File: config.mk
export PLATFORM = sky130hd
export DESIGN_NAME = sdram_init_seq
export DESIGN_NICKNAME = d
export VERILOG_FILES = /design/src/rtl/sdram_init_pkg.sv /design/src/rtl/sdram_init_modeword.sv /design/src/rtl/sdram_init_delay.sv /design/src/rtl/sdram_init_pins.sv /design/src/rtl/sdram_init_seq.sv
export SDC_FILE = /design/constraint.sdc
export NUM_CORES = 1
export LEC_CHECK = 0
export ABC_AREA = 1
export BUFFER_PORTS_ARGS = -buffer_cell sky130_fd_sc_hd__buf_4
export CAP_MARGIN = 10
export CELL_PAD_IN_SITES_DETAIL_PLACEMENT = 0
export CELL_PAD_IN_SITES_GLOBAL_PLACEMENT = 1
export CORE_MARGIN = 2
export CORE_UTILIZATION = 45
export CTS_CLUSTER_SIZE = 20
export DETAILED_ROUTE_END_ITERATION = 16
export PLACE_DENSITY = 0.95
export SYNTH_ARGS = -nofsm -noshare
export SYNTH_HDL_FRONTEND = slang
export SYNTH_HIERARCHICAL = 1
export SYNTH_SLANG_ARGS = --single-unit
File: constraint.sdc
create_clock -name clk -period 3.47 [get_ports clk]
set_input_delay 0.8675 -clock clk [delete_from_list [all_inputs] [get_ports clk]]
set_output_delay 0.8675 -clock clk [all_outputs]
set_load 0.01 [all_outputs]
File: src/rtl/sdram_init_pkg.sv
`timescale 1ns/1ps
package sdram_init_pkg;

    typedef enum logic [1:0] {
        CMD_NOP  = 2'd0,
        CMD_PALL = 2'd1,
        CMD_REF  = 2'd2,
        CMD_MRS  = 2'd3
    } cmd_e;

    typedef enum logic [2:0] {
        ST_STABLE = 3'd0,
        ST_RP     = 3'd1,
        ST_RFC    = 3'd2,
        ST_MRD    = 3'd3,
        ST_DONE   = 3'd4
    } state_e;

    localparam int unsigned MODE_W = 12;

    // Nanoseconds to cycles, rounded up, never below one cycle.
    function automatic int unsigned wait_cycles(input longint unsigned t_ns,
                                                input int unsigned period_ps);
        longint unsigned c;
        c = (t_ns * 64'd1000 + 64'(period_ps) - 64'd1) / 64'(period_ps);
        if (c == 64'd0) c = 64'd1;
        return 32'(c);
    endfunction

    function automatic int unsigned umax(input int unsigned a, input int unsigned b);
        return (a > b) ? a : b;
    endfunction

    // Latency code of the mode word.
    function automatic logic [2:0] latency_code(input int unsigned cl);
        case (cl)
            2:       return 3'b010;
            3:       return 3'b011;
            default: return 3'b000;
        endcase
    endfunction

    // Length code of the mode word; 0 means a whole row.
    function automatic logic [2:0] length_code(input int unsigned bl);
        case (bl)
            0:       return 3'b111;
            1:       return 3'b000;
            2:       return 3'b001;
            4:       return 3'b010;
            8:       return 3'b011;
            default: return 3'b100;
        endcase
    endfunction

    // Legality of the mode fields.
    function automatic bit mode_fields_legal(input int unsigned cl,
                                             input int unsigned bl,
                                             input bit interleave);
        bit ok;
        ok = (cl == 2) || (cl == 3);
        ok = ok && ((bl == 0) || (bl == 1) || (bl == 2) || (bl == 4) || (bl == 8));
        ok = ok && !((bl == 0) && interleave);
        return ok;
    endfunction

    // Mode word layout.
    function automatic logic [MODE_W-1:0] mode_word(input int unsigned cl,
                                                    input int unsigned bl,
                                                    input bit interleave,
                                                    input bit single_write);
        logic [MODE_W-1:0] w;
        w       = '0;
        w[9]    = single_write;
        w[6:4]  = latency_code(cl);
        w[3]    = interleave;
        w[2:0]  = length_code(bl);
        return w;
    endfunction

endpackage

File: src/rtl/sdram_init_modeword.sv
`timescale 1ns/1ps
module sdram_init_modeword
    import sdram_init_pkg::*;
#(
    parameter int unsigned ADDR_W           = 12,
    parameter int unsigned CAS_LATENCY      = 3,
    parameter int unsigned BURST_LEN        = 8,
    parameter int unsigned BURST_INTERLEAVE = 0,
    parameter int unsigned SINGLE_WRITE     = 0,
    parameter int unsigned REF_COUNT        = 8
) (
    output logic [ADDR_W-1:0] mode_addr
);

    localparam bit IL_BIT = (BURST_INTERLEAVE != 0);
    localparam bit SW_BIT = (SINGLE_WRITE != 0);
    localparam logic [MODE_W-1:0] WORD = mode_word(CAS_LATENCY, BURST_LEN, IL_BIT, SW_BIT);

    // Elaboration-time rejection of reserved configurations.
    if (!mode_fields_legal(CAS_LATENCY, BURST_LEN, IL_BIT)) begin : g_bad_mode
        $error("sdram_init_modeword: reserved latency/length/type combination");
    end
    if (REF_COUNT < 8) begin : g_bad_refs
        $error("sdram_init_modeword: refresh count must be at least 8");
    end
    if (ADDR_W < MODE_W) begin : g_bad_addr
        $error("sdram_init_modeword: address bus narrower than the mode word");
    end

    assign mode_addr = ADDR_W'(WORD);

endmodule

File: src/rtl/sdram_init_delay.sv
`timescale 1ns/1ps
module sdram_init_delay #(
    parameter int unsigned CNT_W     = 16,
    parameter int unsigned RESET_VAL = 0
) (
    input  logic             clk,
    input  logic             rst_n,
    input  logic             load,
    input  logic [CNT_W-1:0] load_val,
    output logic             expired
);

    logic [CNT_W-1:0] cnt_d, cnt_q;

    always_comb begin
        cnt_d = cnt_q;
        if (load) begin
            cnt_d = load_val;
        end else if (cnt_q != '0) begin
            cnt_d = cnt_q - 1'b1;
        end
    end

    always_ff @(posedge clk or negedge rst_n) begin
        if (!rst_n) begin
            cnt_q <= CNT_W'(RESET_VAL);
        end else begin
            cnt_q <= cnt_d;
        end
    end

    assign expired = (cnt_q == '0);

endmodule

File: src/rtl/sdram_init_pins.sv
`timescale 1ns/1ps
module sdram_init_pins
    import sdram_init_pkg::*;
#(
    parameter int unsigned ADDR_W = 12,
    parameter int unsigned BA_W   = 2
) (
    input  cmd_e              cmd,
    input  logic [ADDR_W-1:0] mode_addr,
    output logic              cs_n,
    output logic              ras_n,
    output logic              cas_n,
    output logic              we_n,
    output logic [BA_W-1:0]   ba,
    output logic [ADDR_W-1:0] addr
);

    always_comb begin
        cs_n  = 1'b0;
        ras_n = 1'b1;
        cas_n = 1'b1;
        we_n  = 1'b1;
        ba    = '0;
        addr  = '0;
        unique case (cmd)
            CMD_PALL: begin
                ras_n    = 1'b0;
                we_n     = 1'b0;
                addr[10] = 1'b1;
            end
            CMD_REF: begin
                ras_n = 1'b0;
                cas_n = 1'b0;
            end
            CMD_MRS: begin
                ras_n = 1'b0;
                cas_n = 1'b0;
                we_n  = 1'b0;
                addr  = mode_addr;
            end
            default: ;
        endcase
    end

endmodule

File: src/rtl/sdram_init_seq.sv
`timescale 1ns/1ps
module sdram_init_seq
    import sdram_init_pkg::*;
#(
    parameter int unsigned ADDR_W           = 12,
    parameter int unsigned BA_W             = 2,
    parameter int unsigned CLK_PERIOD_PS    = 8000,
    parameter int unsigned T_STABLE_NS      = 200000,
    parameter int unsigned T_RP_NS          = 20,
    parameter int unsigned T_RFC_NS         = 70,
    parameter int unsigned T_MRD_NS         = 14,
    parameter int unsigned REF_COUNT        = 8,
    parameter int unsigned CAS_LATENCY      = 3,
    parameter int unsigned BURST_LEN        = 8,
    parameter int unsigned BURST_INTERLEAVE = 0,
    parameter int unsigned SINGLE_WRITE     = 0
) (
    input  logic              clk,
    input  logic              rst_n,
    output logic              cke,
    output logic              dqm,
    output logic              cs_n,
    output logic              ras_n,
    output logic              cas_n,
    output logic              we_n,
    output logic [BA_W-1:0]   ba,
    output logic [ADDR_W-1:0] addr,
    output logic              init_done
);

    localparam int unsigned STABLE_CYC = wait_cycles(T_STABLE_NS, CLK_PERIOD_PS);
    localparam int unsigned RP_CYC     = wait_cycles(T_RP_NS, CLK_PERIOD_PS);
    localparam int unsigned RFC_CYC    = wait_cycles(T_RFC_NS, CLK_PERIOD_PS);
    localparam int unsigned MRD_CYC    = wait_cycles(T_MRD_NS, CLK_PERIOD_PS);
    localparam int unsigned MAX_WAIT   = umax(umax(STABLE_CYC, RP_CYC), umax(RFC_CYC, MRD_CYC));
    localparam int unsigned CNT_W      = $clog2(MAX_WAIT + 1);
    localparam int unsigned REF_W      = $clog2(REF_COUNT + 1);

    typedef struct packed {
        state_e           st;
        cmd_e             cmd;
        logic [REF_W-1:0] refs;
        logic             done;
    } ctl_t;

    ctl_t             ctl_d, ctl_q;
    logic             wait_load;
    logic [CNT_W-1:0] wait_val;
    logic             wait_over;
    logic [ADDR_W-1:0] mode_addr;

    sdram_init_modeword #(
        .ADDR_W          (ADDR_W),
        .CAS_LATENCY     (CAS_LATENCY),
        .BURST_LEN       (BURST_LEN),
        .BURST_INTERLEAVE(BURST_INTERLEAVE),
        .SINGLE_WRITE    (SINGLE_WRITE),
        .REF_COUNT       (REF_COUNT)
    ) u_modeword (
        .mode_addr(mode_addr)
    );

    // One shared down-counter times every wait; its reset value is the
    // stabilization wait so no extra state is needed at reset.
    sdram_init_delay #(
        .CNT_W    (CNT_W),
        .RESET_VAL(STABLE_CYC - 1)
    ) u_delay (
        .clk     (clk),
        .rst_n   (rst_n),
        .load    (wait_load),
        .load_val(wait_val),
        .expired (wait_over)
    );

    // Next-state logic: a command is launched in the cycle its wait expires,
    // and the counter is reloaded with the wait that follows that command.
    always_comb begin
        ctl_d     = ctl_q;
        ctl_d.cmd = CMD_NOP;
        wait_load = 1'b0;
        wait_val  = '0;
        if (wait_over) begin
            unique case (ctl_q.st)
                ST_STABLE: begin
                    ctl_d.cmd = CMD_PALL;
                    ctl_d.st  = ST_RP;
                    wait_load = 1'b1;
                    wait_val  = CNT_W'(RP_CYC - 1);
                end
                ST_RP: begin
                    ctl_d.cmd  = CMD_REF;
                    ctl_d.refs = REF_W'(REF_COUNT - 1);
                    ctl_d.st   = ST_RFC;
                    wait_load  = 1'b1;
                    wait_val   = CNT_W'(RFC_CYC - 1);
                end
                ST_RFC: begin
                    wait_load = 1'b1;
                    if (ctl_q.refs != '0) begin
                        ctl_d.cmd  = CMD_REF;
                        ctl_d.refs = ctl_q.refs - 1'b1;
                        wait_val   = CNT_W'(RFC_CYC - 1);
                    end else begin
                        ctl_d.cmd = CMD_MRS;
                        ctl_d.st  = ST_MRD;
                        wait_val  = CNT_W'(MRD_CYC - 1);
                    end
                end
                ST_MRD: begin
                    ctl_d.done = 1'b1;
                    ctl_d.st   = ST_DONE;
                end
                default: ;
            endcase
        end
    end

    always_ff @(posedge clk or negedge rst_n) begin
        if (!rst_n) begin
            ctl_q <= '{st: ST_STABLE, cmd: CMD_NOP, refs: '0, done: 1'b0};
        end else begin
            ctl_q <= ctl_d;
        end
    end

    sdram_init_pins #(
        .ADDR_W(ADDR_W),
        .BA_W  (BA_W)
    ) u_pins (
        .cmd      (ctl_q.cmd),
        .mode_addr(mode_addr),
        .cs_n     (cs_n),
        .ras_n    (ras_n),
        .cas_n    (cas_n),
        .we_n     (we_n),
        .ba       (ba),
        .addr     (addr)
    );

    assign cke       = 1'b1;
    assign dqm       = ~ctl_q.done;
    assign init_done = ctl_q.done;

endmodule

==> flow_summary.yaml <==
clock_network:
  cts_root_buf: "clkbuf_8"
  postCtsSetupBuffers: 0
  clk_pin_slew_worst_paths_ps: 100
  cts_buffer_depth: 2
  cts.sinks: 25
  tritoncts_clock_tree: "built"
  ctsResizeCount: 0
  worstSkewPairLatency_ps: 270
  ctsHtreeMaxLevel: 1
  holdBufCountCts: 0
  cts-buffers-inserted: 3
setup_path:
  crit_slowest_cell: "dfstp_2"
  end_kind: "register"
  worst_path_most_repeated_cell: "inv_1"
  timing.critical_path.fanout_max: 7
  critical_path_required_ps: 3650
  worstPathCellList: "inv_1 -> ha_1 -> nand2_4 -> nor2_8 -> nand4_4 -> inv_1 -> inv_2 -> nor2_4 -> inv_2 -> nor3_2 -> nor2_1 -> inv_1 -> inv_1 -> nand2_4 -> nand2_1 -> nand2_1 -> inv_1"
  crit_path_start_kind: "register"
  timing.critical_path.slowest_cell_delay_ps: 390
  worst_setup_path_type: "register to register"
  cp_data_arrival_time_ps: 2600
synth:
  synth_area_um2: 1870
  ys.warnings.count: 6
  synthesis.instances: 259
  synth_seq_area_share: 0.341
  synth_top_family_by_area: "simple AND/OR/NAND/NOR gates"
  synth_xor_xnor_area_share: 0.0329
  synth.ff_latch_count: 25
  yosys.area_share.simple: 0.403
  synth_area_per_cell_um2: 7.20
  synth_cell_type_count: 28
  synth_top_area_frac: 0.228
  synth_compound_area_frac: 0.0402
  post_synth_mux_area_share: 0
  synth.top_cells.by_area: "dfrtp_1, nand2_1, dfstp_2"
  cell_type_contributing_the_most_total_cell_area_after_synthesis: "dfrtp_1"
  synth_adder_area_share: 0.0134
sta:
  final_worst_setup_slack_ps: 1050
  period_minus_ws_final_ps: 2420
  maxClockFrequency_mhz: 414
  report.final.setup_viol: 0
  final.setup_skew_ps: 4.40
  hold_slack_ps: 485
  grt_setup_unrepaired: "no"
  finalCritPeriodShare: 0.697
  final_max_slew_viol_count: 0
  totalNegativeSetupSlack_ps: 0
  hold_viol_final: 0
pwr:
  design_power_total_mw: 0.493
  power.ir.vdd_worst_v: 0.000318
  power.density_cell_area_nw_per_um2: 245
  power.leakage_nw: 1.11
floorplan:
  placeableCoreArea_um2: 4000
  num_io_pins: 23
  starting_utilization_of_the_core_area: 0.466
  floorplan.die_area_um2: 4680
  die_y_um: 68.4
  die_w_um: 68.4
  floorplan.rows: 23
global_routing:
  gr-total-overflow: 0
  grt_max_degree: 26
  first_global_vias: 1315
  grt_util_all_layers: 0.156
  antenna_violations_before_repair: 0
  global_route_wire_length_before_repair_mm: 5.54
layout:
  final_nets: 284
  areaGrowthSynthToFinish_pct: 7.98
  final_core_utilization: 0.504
  drive_above_1_share: 0.233
  number_of_diodes: 0
  highest_count_cells_in_the_layout_ignoring_fill_and_taps: "nand2_1, inv_1, conb_1"
  layout_fillers: 400
  mostFrequentLayoutCell: "nand2_1"
detailed_routing:
  routed_wl_mm: 3.07
  drt_iter0_markers: 53
  vias: 1413
  vias_per_cell: 4.29
  final_antenna_net_count: 0
  detail_route.wl_per_cell_um: 9.34
  drc: 0
  drt_first_pass_iters: 4
place:
  routabilityCongestion: 0.858
  dp_slack_ps: 1070
  post-dp-hpwl_mm: 2.39
  io_buffers: 11
job:
  drv.max_cap_violation_count: 0
run_status:
  outcome: "complete, no violations"
min_path:
  holdCritPathClass: "primary input to asynchronous set/reset pin"
worst max-delay path, delay by kind of cell, from the launching register on:
kind	cells	cell delay, ps
and+or+nand+nor	9	1020
buffers and inverters	7	670
DFF	1	390
adders and majority gates	1	230
metal layers:
| layer | wire length (µm) | track usage |
|---|---|---|
| met4 | 42 | 0.0525 |
| met2 | 1400 | 0.260 |
| met1 | 1540 | 0.206 |
| met5 | 0 | 0 |
| met3 | 89 | 0.0247 |
area by class of cell:
cell class / count / area (µm²) / area share
Multi-Input combinational cell: 196 / 1020 / 0.506
Sequential cell: 25 / 636 / 0.316
Inverter: 42 / 158 / 0.0783
Timing Repair Buffer: 12 / 90.1 / 0.0447
Tap cell: 50 / 62.6 / 0.0311
Clock buffer: 3 / 41.3 / 0.0205
Clock inverter: 1 / 8.76 / 0.00435
through the flow:
| stage | instances | cell area (µm²) |
|---|---|---|
| after CTS | 329 | 2010 |
| after detailed placement | 325 | 1960 |
| final | 329 | 2010 |
| after floorplan | 282 | 1950 |
| after global routing | 329 | 2010 |
| after global placement | 325 | 1960 |
registers in the layout, indices dropped and copies added (netlist names):
signal / count
u_delay/cnt_q: 15
ctl_q: 9
init_done: 1
logic make-up after synthesis:
kind of cell,after synthesis
fa+ha+maj,2
xor+xnor,7
simple gates,144
other cells,5
buf+inv,61
compound gates,15
flops,25
path summary, 6_finish.rpt:
path | startpoint | endpoint | slack, ps | depth (start not counted)
worst max-delay path | u_delay/cnt_q[0] | u_delay/cnt_q[9] | 1050 | 17
worst min-delay path | rst_n | ctl_q[3] | 480 | 1
worst max register to register | u_delay/cnt_q[0] | u_delay/cnt_q[9] | 1050 | 17
worst min register to register | u_delay/cnt_q[14] | u_delay/cnt_q[14] | 510 | 2
max in group asynchronous | rst_n | u_delay/cnt_q[5] | 2690 | 1
min in group clk | u_delay/cnt_q[14] | u_delay/cnt_q[14] | 510 | 2
Yosys cell counts:
| library cell | instances |
|---|---|
| a21oi_1 | 1 |
| nand2_4 | 5 |
| nand2_2 | 4 |
| xor2_1 | 3 |
| inv_2 | 8 |
| buf_4 | 16 |
| or2_1 | 1 |
| nand4_4 | 1 |
| clkbuf_1 | 1 |
| nor3_1 | 1 |
| nand3_2 | 3 |
| xnor2_1 | 4 |
| nor2_8 | 1 |
| dfrtp_1 | 17 |
| o21ai_0 | 6 |
| buf_2 | 1 |
| nor2_4 | 6 |
| ha_1 | 2 |
| o21ai_1 | 8 |
| nor2_1 | 20 |
| nor3_2 | 2 |
| inv_1 | 34 |
| buf_6 | 1 |
| nor2_2 | 11 |
| conb_1 | 5 |
| nand2_1 | 71 |
| nand3_1 | 18 |
| dfstp_2 | 8 |
report_power, final:
group	leakage [nW]	switching, mW	internal [mW]	total (mW)
sequential	0.300	0	0.292	0.292
combinational	0.785	0.0131	0.00204	0.0151
clock	0.0261	0.102	0.0843	0.186
Power figures use the tool's default switching activity.
